`config.mk`:
```
export PLATFORM = sky130hd
export DESIGN_NAME = bubble_fifo
export DESIGN_NICKNAME = d
export VERILOG_FILES = /design/src/rtl/bubble_fifo_pkg.sv /design/src/rtl/bubble_fifo_ctrl.sv /design/src/rtl/bubble_fifo_chain.sv /design/src/rtl/bubble_fifo.sv
export SDC_FILE = /design/constraint.sdc
export NUM_CORES = 1
export LEC_CHECK = 0
export BUFFER_PORTS_ARGS = -buffer_cell sky130_fd_sc_hd__buf_2
export CORE_MARGIN = 2
export CORE_UTILIZATION = 40
export CTS_CLUSTER_DIAMETER = 120
export CTS_CLUSTER_SIZE = 14
export DETAILED_ROUTE_END_ITERATION = 16
export PLACE_DENSITY = 0.55
export SETUP_SLACK_MARGIN = 0.1
export SLEW_MARGIN = 40
export SYNTH_ARGS = -nofsm -noshare
export SYNTH_HDL_FRONTEND = slang
export SYNTH_SLANG_ARGS = --single-unit
```
`constraint.sdc`:
```
create_clock -name clk -period 2.2 [get_ports clk]
set_clock_uncertainty 0.1 [all_clocks]
set_input_delay 0.22 -clock clk [delete_from_list [all_inputs] [get_ports clk]]
set_output_delay 0.22 -clock clk [all_outputs]
set_load 0.02 [all_outputs]
```
`src/rtl/bubble_fifo_pkg.sv`:
```
package bubble_fifo_pkg;

  // Strobes from the handshake control to the stage chain.
  typedef struct packed {
    logic capture;   // store dataIn into the head stage this edge
    logic headHold;  // head stage may not pass its word on
    logic tailHold;  // tail stage may not be refilled
    logic consume;   // tail word taken by the reader this edge
  } chainCtl_t;

endpackage

```
`src/rtl/bubble_fifo_ctrl.sv`:
```
module bubble_fifo_ctrl
  import bubble_fifo_pkg::*;
(
  input  logic      clk,
  input  logic      rstN,
  input  logic      shiftIn,
  input  logic      shiftOut,
  input  logic      headFull,
  input  logic      tailFull,
  output chainCtl_t ctl,
  output logic      inReady,
  output logic      outReady
);

  logic inPrev;
  logic outPrev;

  always_ff @(posedge clk) begin
    if (!rstN) begin
      inPrev  <= 1'b0;
      outPrev <= 1'b0;
    end else begin
      inPrev  <= shiftIn;
      outPrev <= shiftOut;
    end
  end

  // Edges qualify only against the flag the other side sees.
  always_comb begin
    ctl.capture  = shiftIn & ~inPrev & ~headFull;
    ctl.headHold = shiftIn;
    ctl.tailHold = shiftOut;
    ctl.consume  = shiftOut & ~outPrev & tailFull;
  end

  assign inReady  = ~headFull;
  assign outReady = tailFull;

  // A consumed word may not be replaced in the same edge (refill is gated).
  assert_read_drops_R6: assert property (@(posedge clk) disable iff (!rstN)
    ctl.consume |=> !outReady);

  // A capture always lowers the write-side flag.
  assert_capture_lowers_R3: assert property (@(posedge clk) disable iff (!rstN)
    ctl.capture |=> !inReady);

endmodule

```
`src/rtl/bubble_fifo_chain.sv`:
```
module bubble_fifo_chain
  import bubble_fifo_pkg::*;
#(
  parameter int DEPTH = 64,
  parameter int WIDTH = 4
) (
  input  logic             clk,
  input  logic             rstN,
  input  chainCtl_t        ctl,
  input  logic [WIDTH-1:0] dataIn,
  output logic             headFull,
  output logic             tailFull,
  output logic [WIDTH-1:0] dataOut
);

  localparam int LAST = DEPTH - 1;

  logic [DEPTH-1:0] valid;
  logic [DEPTH-1:0] nextValid;
  logic [WIDTH-1:0] word     [DEPTH];
  logic [WIDTH-1:0] nextWord [DEPTH];
  logic [LAST-1:0]  advance;

  // Stage i hands its word to stage i+1 when the latter is empty.
  // The head is held by a high shiftIn, the tail refill by a high shiftOut.
  for (genvar i = 0; i < LAST; i++) begin : g_adv
    if (i == 0 && i == LAST - 1) begin : g_both
      assign advance[i] = valid[i] & ~valid[i+1] & ~ctl.headHold & ~ctl.tailHold;
    end else if (i == 0) begin : g_head
      assign advance[i] = valid[i] & ~valid[i+1] & ~ctl.headHold;
    end else if (i == LAST - 1) begin : g_tail
      assign advance[i] = valid[i] & ~valid[i+1] & ~ctl.tailHold;
    end else begin : g_mid
      assign advance[i] = valid[i] & ~valid[i+1];
    end
  end

  always_comb begin
    nextValid = valid;
    for (int i = 0; i < DEPTH; i++) nextWord[i] = word[i];
    if (ctl.capture) begin
      nextValid[0] = 1'b1;
      nextWord[0]  = dataIn;
    end
    for (int i = 0; i < LAST; i++) begin
      if (advance[i]) begin
        nextValid[i]   = 1'b0;
        nextValid[i+1] = 1'b1;
        nextWord[i+1]  = word[i];
      end
    end
    if (ctl.consume) nextValid[LAST] = 1'b0;
  end

  always_ff @(posedge clk) begin
    if (!rstN) begin
      valid <= '0;
      for (int i = 0; i < DEPTH; i++) word[i] <= '0;
    end else begin
      valid <= nextValid;
      for (int i = 0; i < DEPTH; i++) word[i] <= nextWord[i];
    end
  end

  assign headFull = valid[0];
  assign tailFull = valid[LAST];
  assign dataOut  = word[LAST];

  // The head keeps its word while the writer holds the strobe.
  assert_head_hold_R4: assert property (@(posedge clk) disable iff (!rstN)
    (valid[0] && ctl.headHold) |=> (valid[0] && $stable(word[0])));

  // The tail word is frozen while the reader holds the strobe.
  assert_tail_hold_R6: assert property (@(posedge clk) disable iff (!rstN)
    (valid[LAST] && ctl.tailHold) |=> $stable(word[LAST]));

  // Nothing upstream of an empty tail: the output keeps its last value.
  assert_empty_keeps_R8: assert property (@(posedge clk) disable iff (!rstN)
    (!valid[LAST] && !valid[LAST-1]) |=> $stable(word[LAST]));

  // A stage only fills from its direct upstream neighbour (one step per clock).
  for (genvar i = 0; i < LAST; i++) begin : g_chk
    assert_one_step_R5: assert property (@(posedge clk) disable iff (!rstN)
      $rose(valid[i+1]) |-> $past(valid[i]));
  end

endmodule

```
`src/rtl/bubble_fifo.sv`:
```
module bubble_fifo
  import bubble_fifo_pkg::*;
#(
  parameter int DEPTH = 64,
  parameter int WIDTH = 4
) (
  input  logic             clk,
  input  logic             rstN,
  input  logic             shiftIn,
  input  logic [WIDTH-1:0] dataIn,
  output logic             inReady,
  input  logic             shiftOut,
  output logic [WIDTH-1:0] dataOut,
  output logic             outReady
);

  chainCtl_t ctl;
  logic      headFull;
  logic      tailFull;

  bubble_fifo_ctrl u_ctrl (
    .clk      (clk),
    .rstN     (rstN),
    .shiftIn  (shiftIn),
    .shiftOut (shiftOut),
    .headFull (headFull),
    .tailFull (tailFull),
    .ctl      (ctl),
    .inReady  (inReady),
    .outReady (outReady)
  );

  bubble_fifo_chain #(
    .DEPTH (DEPTH),
    .WIDTH (WIDTH)
  ) u_chain (
    .clk      (clk),
    .rstN     (rstN),
    .ctl      (ctl),
    .dataIn   (dataIn),
    .headFull (headFull),
    .tailFull (tailFull),
    .dataOut  (dataOut)
  );

endmodule

```
# ---- After elaboration in Yosys (flattened, before gate mapping)
# Memories as Yosys holds them, arrays and structs flattened.
# Cells that the tools add are included.
dict set report totals {
  memories 1
  in_bits 8
  out_inout_bits 6
  wordCells 463
  ram_bits 256
  register_bits 66
}
# name words word_bits read_ports rd_clocked_by_memory_dff wr line_no
set mem_list {}
lappend mem_list {u_chain.word 64 4 64 0 64 bubble_fifo_chain.sv:20} ;# logic [WIDTH-1:0] word [DEPTH];
dict set report classes {
  reduce_logical 64
  mux 130
  n_bitwise 202
}
# cell count
set op_table {}
lappend op_table {{$mux 4} 128}
lappend op_table {{$reduce_or 2->1} 64}
lappend op_table {{$and 1x1->1} 69}
lappend op_table {{$not 1->1} 69}
lappend op_table {{$or 1x1->1} 64}
lappend op_table {{$mux 1} 2}

# ---- Longest topological paths before layout
# Gate-level depths: netlist (run 1).
dict set report depth {
  ltp_word 5
  mapped_depth 5
  depth_no_buf 3
}

# ---- Hierarchy
# Synthesis (run 1) repeated with hierarchy kept, for this count alone.
dict set report unflattened {
  cells_unflattened 1144
  area_unflattened_um2 12436.9
}
# mod seq_area_each_um2 area_each_um2 n_inst cells_per_inst
set by_module_without_submodules {}
lappend by_module_without_submodules {bubble_fifo_chain 6406.1 12336.8 1 1134}
lappend by_module_without_submodules {bubble_fifo_ctrl 40.0 100.1 1 10}

# ---- Least setup slack after synthesis (run 1)
# No wires, ideal clock.
dict set report synth_timing {
  path_kind {reg-to-reg}
  start {register u_chain.valid[0]}
  end {memory u_chain.word[1][3], in the netlist u_chain.word[0][7]}
  setup_slack_ns 1.003
  arrival_ns 0.981
  path_stages_with_launch 5
  synth_period_minus_slack_ns 1.197
  setup_time_ns 0.116
  path_cell_list {dfxtp_1 or3b_1 buf_4 nand3_2 o21ai_2}
}
# element line_no
set synth_lines {}
lappend synth_lines {{start, declared} bubble_fifo_chain.sv:18} ;# logic [DEPTH-1:0] valid;
lappend synth_lines {{start signal, assigned} bubble_fifo_chain.sv:60} ;# valid <= nextValid;
lappend synth_lines {{end, declared} bubble_fifo_chain.sv:20}

# ---- Final worst setup path (run 1)
dict set report layout_timing {
  start {register u_chain.valid[0]}
  end {output port inReady}
}
dict set report layout_between {
  elab_chain_cells 1
}
# element line_no
set layout_lines {}
lappend layout_lines {{$not 1->1} bubble_fifo_ctrl.sv:36} ;# assign inReady = ~headFull;
lappend layout_lines {{end, declared} bubble_fifo.sv:11} ;# output logic inReady,
# No other way between the ends.

==> results of run 1 <==
stage by stage:
step	hold WS, ns	worst slack (ns)	power (mW)	util [%]	instance area [µm²]
floorplan	0.242	1.00	6.13	-	12400
global placement	0.337	0.834	6.17	41.1	12600
detailed placement	0.346	0.823	6.17	41.1	12600
CTS	0.0783	0.760	10.3	43.5	13300
global route	0.111	0.657	10.5	43.5	13300
finish	0.0936	0.794	10.1	43.5	13300
sequential cells by signal, summed over array words and instances (netlist names):
name / flops
u_chain.valid: 64
u_ctrl.outPrev: 1
u_ctrl.inPrev: 1
u_chain.word: 256
worst min-delay path, delay by kind of cell:
| kind | cells | cell delay [ns] |
|---|---|---|
| simple gates | 1 | 0.14 |
| compound gates | 1 | 0.04 |
| buf+inv | 1 | 0.26 |
final cells by class:
class	instances	area, µm²	share of cell area [%]
Sequential cell	322	6450	48.4
Timing Repair Buffer	26	224	1.68
Tap cell	396	495	3.72
Clock buffer	27	676	5.07
Inverter	2	7.51	0.0564
Multi-Input combinational cell	716	5470	41.1
kinds of logic (layout without fill, tap and decap cells):
logic type             count (synthesis)  after routing  share of synthesized area (%)
buffers and inverters                105             55                           4.08
AOI/OAI and AO/OA                     78             78                           4.56
and+or+nand+nor                      394            394                           19.8
muxes                                244            244                           19.7
DFF                                  322            322                           51.9
what timing repair did:
item                                   in CTS  in global routing
hold buffers                                6                  0
endpoints found under the hold margin      13                  0
setup endpoints to repair                   0                  0
worst min path at each step:
stage	cells past startpoint	end	from
2_1_floorplan	1	u_ctrl.inPrev	shiftIn
3_3_place_gp	3	u_chain.word[0][2]	dataIn[2]
3_5_place_dp	3	u_chain.word[0][3]	dataIn[3]
4_1_cts	2	u_chain.valid[13]	rstN
5_1_grt	2	u_chain.valid[13]	rstN
6_report	3	u_chain.word[0][5]	rstN
cell usage after synthesis:
| library cell | instances |
|---|---|
| nand3_1 | 8 |
| nand2_1 | 10 |
| inv_1 | 2 |
| nor3b_2 | 2 |
| and2_1 | 62 |
| buf_2 | 23 |
| o21ai_2 | 4 |
| a21boi_0 | 2 |
| nor2b_1 | 305 |
| o21ai_0 | 11 |
| nor2_1 | 1 |
| dfxtp_1 | 322 |
| a21boi_2 | 1 |
| buf_4 | 6 |
| or3b_1 | 1 |
| mux2i_1 | 244 |
| o21a_1 | 60 |
| nand2b_1 | 1 |
| clkbuf_1 | 25 |
| nand3_2 | 4 |
| clkbuf_2 | 49 |
per-layer routing:
| layer | up-vias | wire length [µm] | track usage (%) |
|---|---|---|---|
| li1 | 3619 | - | - |
| met1 | 3104 | 9620 | 15.7 |
| met2 | 42 | 7420 | 16.8 |
| met3 | 28 | 434 | 1.94 |
| met4 | 0 | 380 | 2.71 |
| met5 | - | 0 | 0 |
power groups by stage:
stage / sequential [mW] / combinational, mW / clock [mW]
6_report: 5.84 / 0.198 / 4.04
3_5_place_dp: 5.97 / 0.195 / 0
4_1_cts: 5.84 / 0.203 / 4.25
3_3_place_gp: 5.97 / 0.196 / 0
5_1_grt: 5.84 / 0.217 / 4.45
2_1_floorplan: 5.97 / 0.152 / 0
==> impl_metrics.csv, run 1 <==
group,metric,value,unit
outcome,status,"complete, no violations",
clocking,cts_sinks,322,
cells_and_area,layout_common_cells,"dfxtp_1, nor2b_1, mux2i_1",
routing,via_per_inst,4.56,
timing,finalCritPeriodShare,63.9,%
placed_design,place_hpwl,11500,µm
synthesis,avgSynthCellArea,10.9,µm²
clocking,insertion_delay,0.52,ns
timing,fin_setup_tns,0,ns
floorplan,start_util,40.6,%
clocking,cts_resized,0,
synthesis,synth_area,12400,µm²
global_routing,grtUsageTotal,10.9,%
floorplan,die_area,32500,µm²
setup_path,setup.worst_path.end_class,"output pin",
timing,worstMarginPinSlew,0.587,ns
global_routing,grt_pass1_wl,31400,µm
floorplan,coreArea,30600,µm²
setup_path,cp_top_family,"flip-flops",
synthesis,synth.distinct_cells,21,
synthesis,syn_inst,1143,
synthesis,yosysTopAreaCellShare,51.9,%
floorplan,die_y,180,µm
pwr,ir_drop,0.635,mV
setup_path,r2r_cells,3,
clocking,cts_buffers,26,
clocking,postCtsSetupRepairBufs,0,
routing,ant_nets,0,
timing,finalCriticalPeriod,1.41,ns
placed_design,port_buffers,13,
setup_path,cp-start-kind,"flip-flop",
cells_and_area,layout-drive-gt1-share,5.31,%
cells_and_area,final_common_cell,"dfxtp_1",
floorplan,rows,64,
placed_design,dp.cells,1456,
global_routing,grt_pass1_vias,6623,
hold_path,hold_path_class,"input port to flip-flop",
cells_and_area,area_growth,7.21,%
synthesis,syn_nets,1151,
routing,drcViolationCount,0,
synthesis,yosys-top-cells-area,"dfxtp_1, mux2i_1, nor2b_1, o21a_1, and2_1",
pwr,pwr_density_cell,757,nW/µm²
timing,finalMaxSlewViolations,0,
clocking,htreeDepth,1,
pwr,p_int,8.09,mW
setup_path,crit_required,1.88,ns
routing,drt_first_pass_iters,4,
floorplan,die_w,180,µm
setup_path,crit_type,"flip-flop to output pin",
setup_path,worst_r2r_endpoint,"u_chain.word[0][7]",
timing,slew_headroom,60.7,%
clocking,clk_pin_slew,0.06,ns
cells_and_area,fillers,2961,
pwr,p_sw_share,19.8,%
cells_and_area,layout.cells.non_filler,1489,
pwr,p_comb_share,2.0,%
clocking,clock_tree.root_cell,"clkbuf_16",
placed_design,gp_congestion,0.661,
synthesis,yosys_register_bits,322,
routing,routed_wl,17900,µm
synthesis,ys_warn_count,0,
setup_path,r2r-start,"u_chain.valid[0]",
routing,dr_total_vias,6793,
timing,hold_viol,0,
global_routing,antenna_found_initial,0,
setup_path,critPathCapture,"inReady",
timing,rsz0062_at_grt,"false",
clocking,cts_tree,"built",
setup_path,crit_fanout,4,
synthesis,yosysTopAreaCell,"dfxtp_1",
routing,first_iter_violations,241,
pwr,seqPwrFrac,58.0,%
clocking,clockBufferDepth,3,
job,maxCapViolCount,0,
timing,achievable-frequency,711,MHz
setup_path,crit_arrival,1.09,ns
cells_and_area,final_net_count,1102,
setup_path,startpoint,"u_chain.valid[0]",
routing,wl_per_cell,12.0,µm
setup_path,crit_buf_inv,2,
global_routing,gr-total-overflow,0,
pwr,pwr-share-clk,40.1,%
cells_and_area,diodes,0,
setup_path,worst_path_largest_cell_delay,0.37,ns
floorplan,ios,14,
pwr,p_leak,4.21,nW
setup_path,crit_cells,2,
setup_path,rrSetupSlack,0.81,ns
setup_path,cp_cell_sequence,"inv_1 > buf_2",
synthesis,seq_area_frac_synth,51.9,%
timing,setup_viol,0,
global_routing,grt_max_degree,89,
setup_path,slowest_stage,"dfxtp_1",
pwr,p_sw,2.00,mW
No activity file was read; power rests on OpenSTA's default activity.
==> run 2: changes to the inputs <==
Settings changed: ABC_AREA set to 1.
Clock period 2.2 ns to 1.35 ns, I/O delays scaled along.
==> run 2 against run 1 <==
Synthesized cell count increased by 24%. Clock power is 63% higher. Sequential power rose by 85%. Synthesized area is 8.3% lower. Critical path type unchanged. Critical endpoint is now dataOut[1]. Largest cell class unchanged.
==> impl_metrics.csv, run 2 <==
group,metric,value,unit
setup_path,setup.worst_path.end_class,"output pin",
synthesis,syn_inst,1419,
routing,first_iter_violations,452,
cells_and_area,area_growth,10.4,%
synthesis,yosysTopAreaCell,"dfxtp_1",
placed_design,gp_congestion,0.694,
routing,dr_total_vias,8493,
synthesis,synth_compound_area_share,15.2,%
synthesis,yosysMostFrequentCell,"nor2_1",
global_routing,grt_pass1_wl,36800,µm
clocking,clockBufferDepth,3,
clocking,clk_pin_slew,0.06,ns
synthesis,seq_area_frac_synth,56.6,%
pwr,pwr_density_cell,1560,nW/µm²
cells_and_area,fillers,2916,
placed_design,place_hpwl,13900,µm
timing,achievable-frequency,777,MHz
routing,drcViolationCount,0,
hold_path,holdPathStages,4,
floorplan,die_y,173,µm
cells_and_area,diodes,0,
timing,slew_headroom,73.1,%
clocking,cts_buffers,26,
global_routing,gr-total-overflow,0,
synthesis,async_reset_ff_share,0,%
floorplan,ios,14,
routing,wl_per_cell,11.2,µm
timing,rsz0062_at_grt,"true",
timing,worstMarginPinSlew,0.402,ns
setup_path,cp_top_family,"flip-flops",
timing,setup_viol,0,
setup_path,worst_path_largest_cell_delay,0.39,ns
synthesis,synth_top_family_by_area,"simple AND/OR/NAND/NOR gates",
synthesis,yosysTopAreaCellShare,56.6,%
timing,fin_setup_tns,0,ns
synthesis,synth_enable_flop_cells,0,
floorplan,rows,61,
setup_path,crit_required,1.12,ns
cells_and_area,largestRegisters,"u_chain.word: 256 flops, u_chain.valid: 64 flops",
synthesis,ys_warn_count,0,
floorplan,coreArea,27900,µm²
cells_and_area,largest_register,"u_chain.word",
hold_path,hold_path_class,"input port to flip-flop",
placed_design,port_buffers,13,
floorplan,die_w,173,µm
pwr,p_leak,4.73,nW
synthesis,yosys_register_bits,322,
timing,finalMaxSlewViolations,0,
hold_path,min_from,"rstN",
global_routing,grtUsageTotal,13.9,%
routing,via_per_inst,4.65,
setup_path,r2r-start,"u_chain.valid[33]",
clocking,cts_sinks,322,
timing,finalCriticalPeriod,1.29,ns
synthesis,avgSynthCellArea,8.02,µm²
routing,routed_wl,20400,µm
job,maxCapViolCount,0,
cells_and_area,final_common_cell,"nor2_1",
setup_path,crit_cells,1,
synthesis,synthXorXnorAreaFrac,0,%
cells_and_area,largest_reg_flops,256,
synthesis,yosys-top-cells-area,"dfxtp_1, nor2_1, o21ai_0, o21ai_1, a211oi_1",
setup_path,crit_arrival,1.05,ns
synthesis,synth.distinct_cells,16,
synthesis,synth_area,11400,µm²
floorplan,die_area,29800,µm²
setup_path,worst_r2r_endpoint,"u_chain.word[0][136]",
setup_path,cp-start-kind,"flip-flop",
synthesis,ys.flop_type,"dfxtp_1",
setup_path,r2r_cells,4,
clocking,cts_tree,"built",
hold_path,min_to,"u_chain.word[0][139]",
global_routing,grt_max_degree,69,
global_routing,grt_pass1_vias,8323,
clocking,clock_tree.root_cell,"clkbuf_16",
timing,finalCritPeriodShare,95.3,%
synthesis,syn_nets,1427,
cells_and_area,fin_util,45.0,%
clocking,htreeDepth,1,
outcome,status,"complete, no violations",
setup_path,crit_fanout,2,
floorplan,start_util,40.8,%
pwr,ir_drop,0.796,mV
cells_and_area,final_net_count,1458,
synthesis,synth_simple_gate_area_share,22.1,%
cells_and_area,layout-drive-gt1-share,4.97,%
global_routing,antenna_found_initial,0,
timing,hold_viol,0,
setup_path,cp_cell_sequence,"buf_6",
setup_path,slowest_stage,"dfxtp_4",
synthesis,synth_common_cells,"nor2_1, dfxtp_1, o21ai_0",
synthesis,synth_mux_area_share,0,%
clocking,insertion_delay,0.53,ns
routing,ant_nets,0,
routing,drt_first_pass_iters,5,
setup_path,rrSetupSlack,0.23,ns
setup_path,crit_buf_inv,1,
cells_and_area,layout_common_cells,"nor2_1, dfxtp_1, o21ai_0",
synthesis,synthAdderAreaFrac,0,%
setup_path,crit_type,"flip-flop to output pin",
run 2: final cells by class:
cell class	instances	area, µm²	share of cell area, %
Inverter	83	314	2.50
Clock buffer	27	676	5.37
Timing Repair Buffer	42	402	3.19
Sequential cell	322	6460	51.4
Tap cell	378	473	3.76
Multi-Input combinational cell	975	4250	33.8
run 2: per-stage QoR:
stage          hold slack [ns]  power, mW  cell area [µm²]  std cells  setup slack, ns
6_report               0.00294       19.7            12600       1827           0.0630
5_1_grt                0.00666       20.8            12600       1827           0.0132
3_3_place_gp             0.239       13.2            11700       1781            0.217
4_1_cts                -0.0233       20.0            12500       1825           0.0369
2_1_floorplan            0.128       12.8            11400       1419            0.298
3_5_place_dp             0.250       13.3            11700       1781            0.213
run 2: what timing repair did:
item | 4_1_cts | 5_1_grt
gates resized for setup | 20 | 3
endpoints found under the hold margin | 25 | 0
endpoints found under the setup margin | 6 | 11
buffers inserted | 2 | 2
hold buffers | 15 | 0
run 2: worst register-to-register path: stages (launching register included):
cell and delay [ns]:
dfxtp_1 0.37, inv_1 0.11, nor2_1 0.30, nor2_1 0.07, nor2_1 0.11
run 2: per-layer routing:
| metal | wire length (µm) | up-vias | global-route usage (%) |
|---|---|---|---|
| li1 | - | 4638 | - |
| met2 | 8890 | 82 | 23.4 |
| met1 | 10400 | 3741 | 18.5 |
| met4 | 378 | 0 | 3.81 |
| met3 | 772 | 32 | 2.46 |
| met5 | 0 | - | 0 |
run 2: cell families after synthesis:
logic type      after synthesis
simple gates                666
flops                       322
buf+inv                     122
compound gates              309
run 2: worst max path at each step:
stage	startpoint	endpoint
floorplan	u_chain.valid[63]	u_chain.word[0][252]
global placement	u_chain.valid[33]	u_chain.word[0][139]
detailed placement	u_chain.valid[62]	u_chain.word[0][255]
CTS	u_chain.word[0][253]	dataOut[1]
global route	u_chain.word[0][255]	dataOut[3]
finish	u_chain.word[0][253]	dataOut[1]
run 2: power breakdown:
group | leakage (nW) | internal, mW | switching (mW)
logic | 1.78 | 0.860 | 1.39
registers | 2.62 | 10.4 | 0.463
clock network | 0.333 | 3.50 | 3.09
total | 4.73 | 14.7 | 4.94
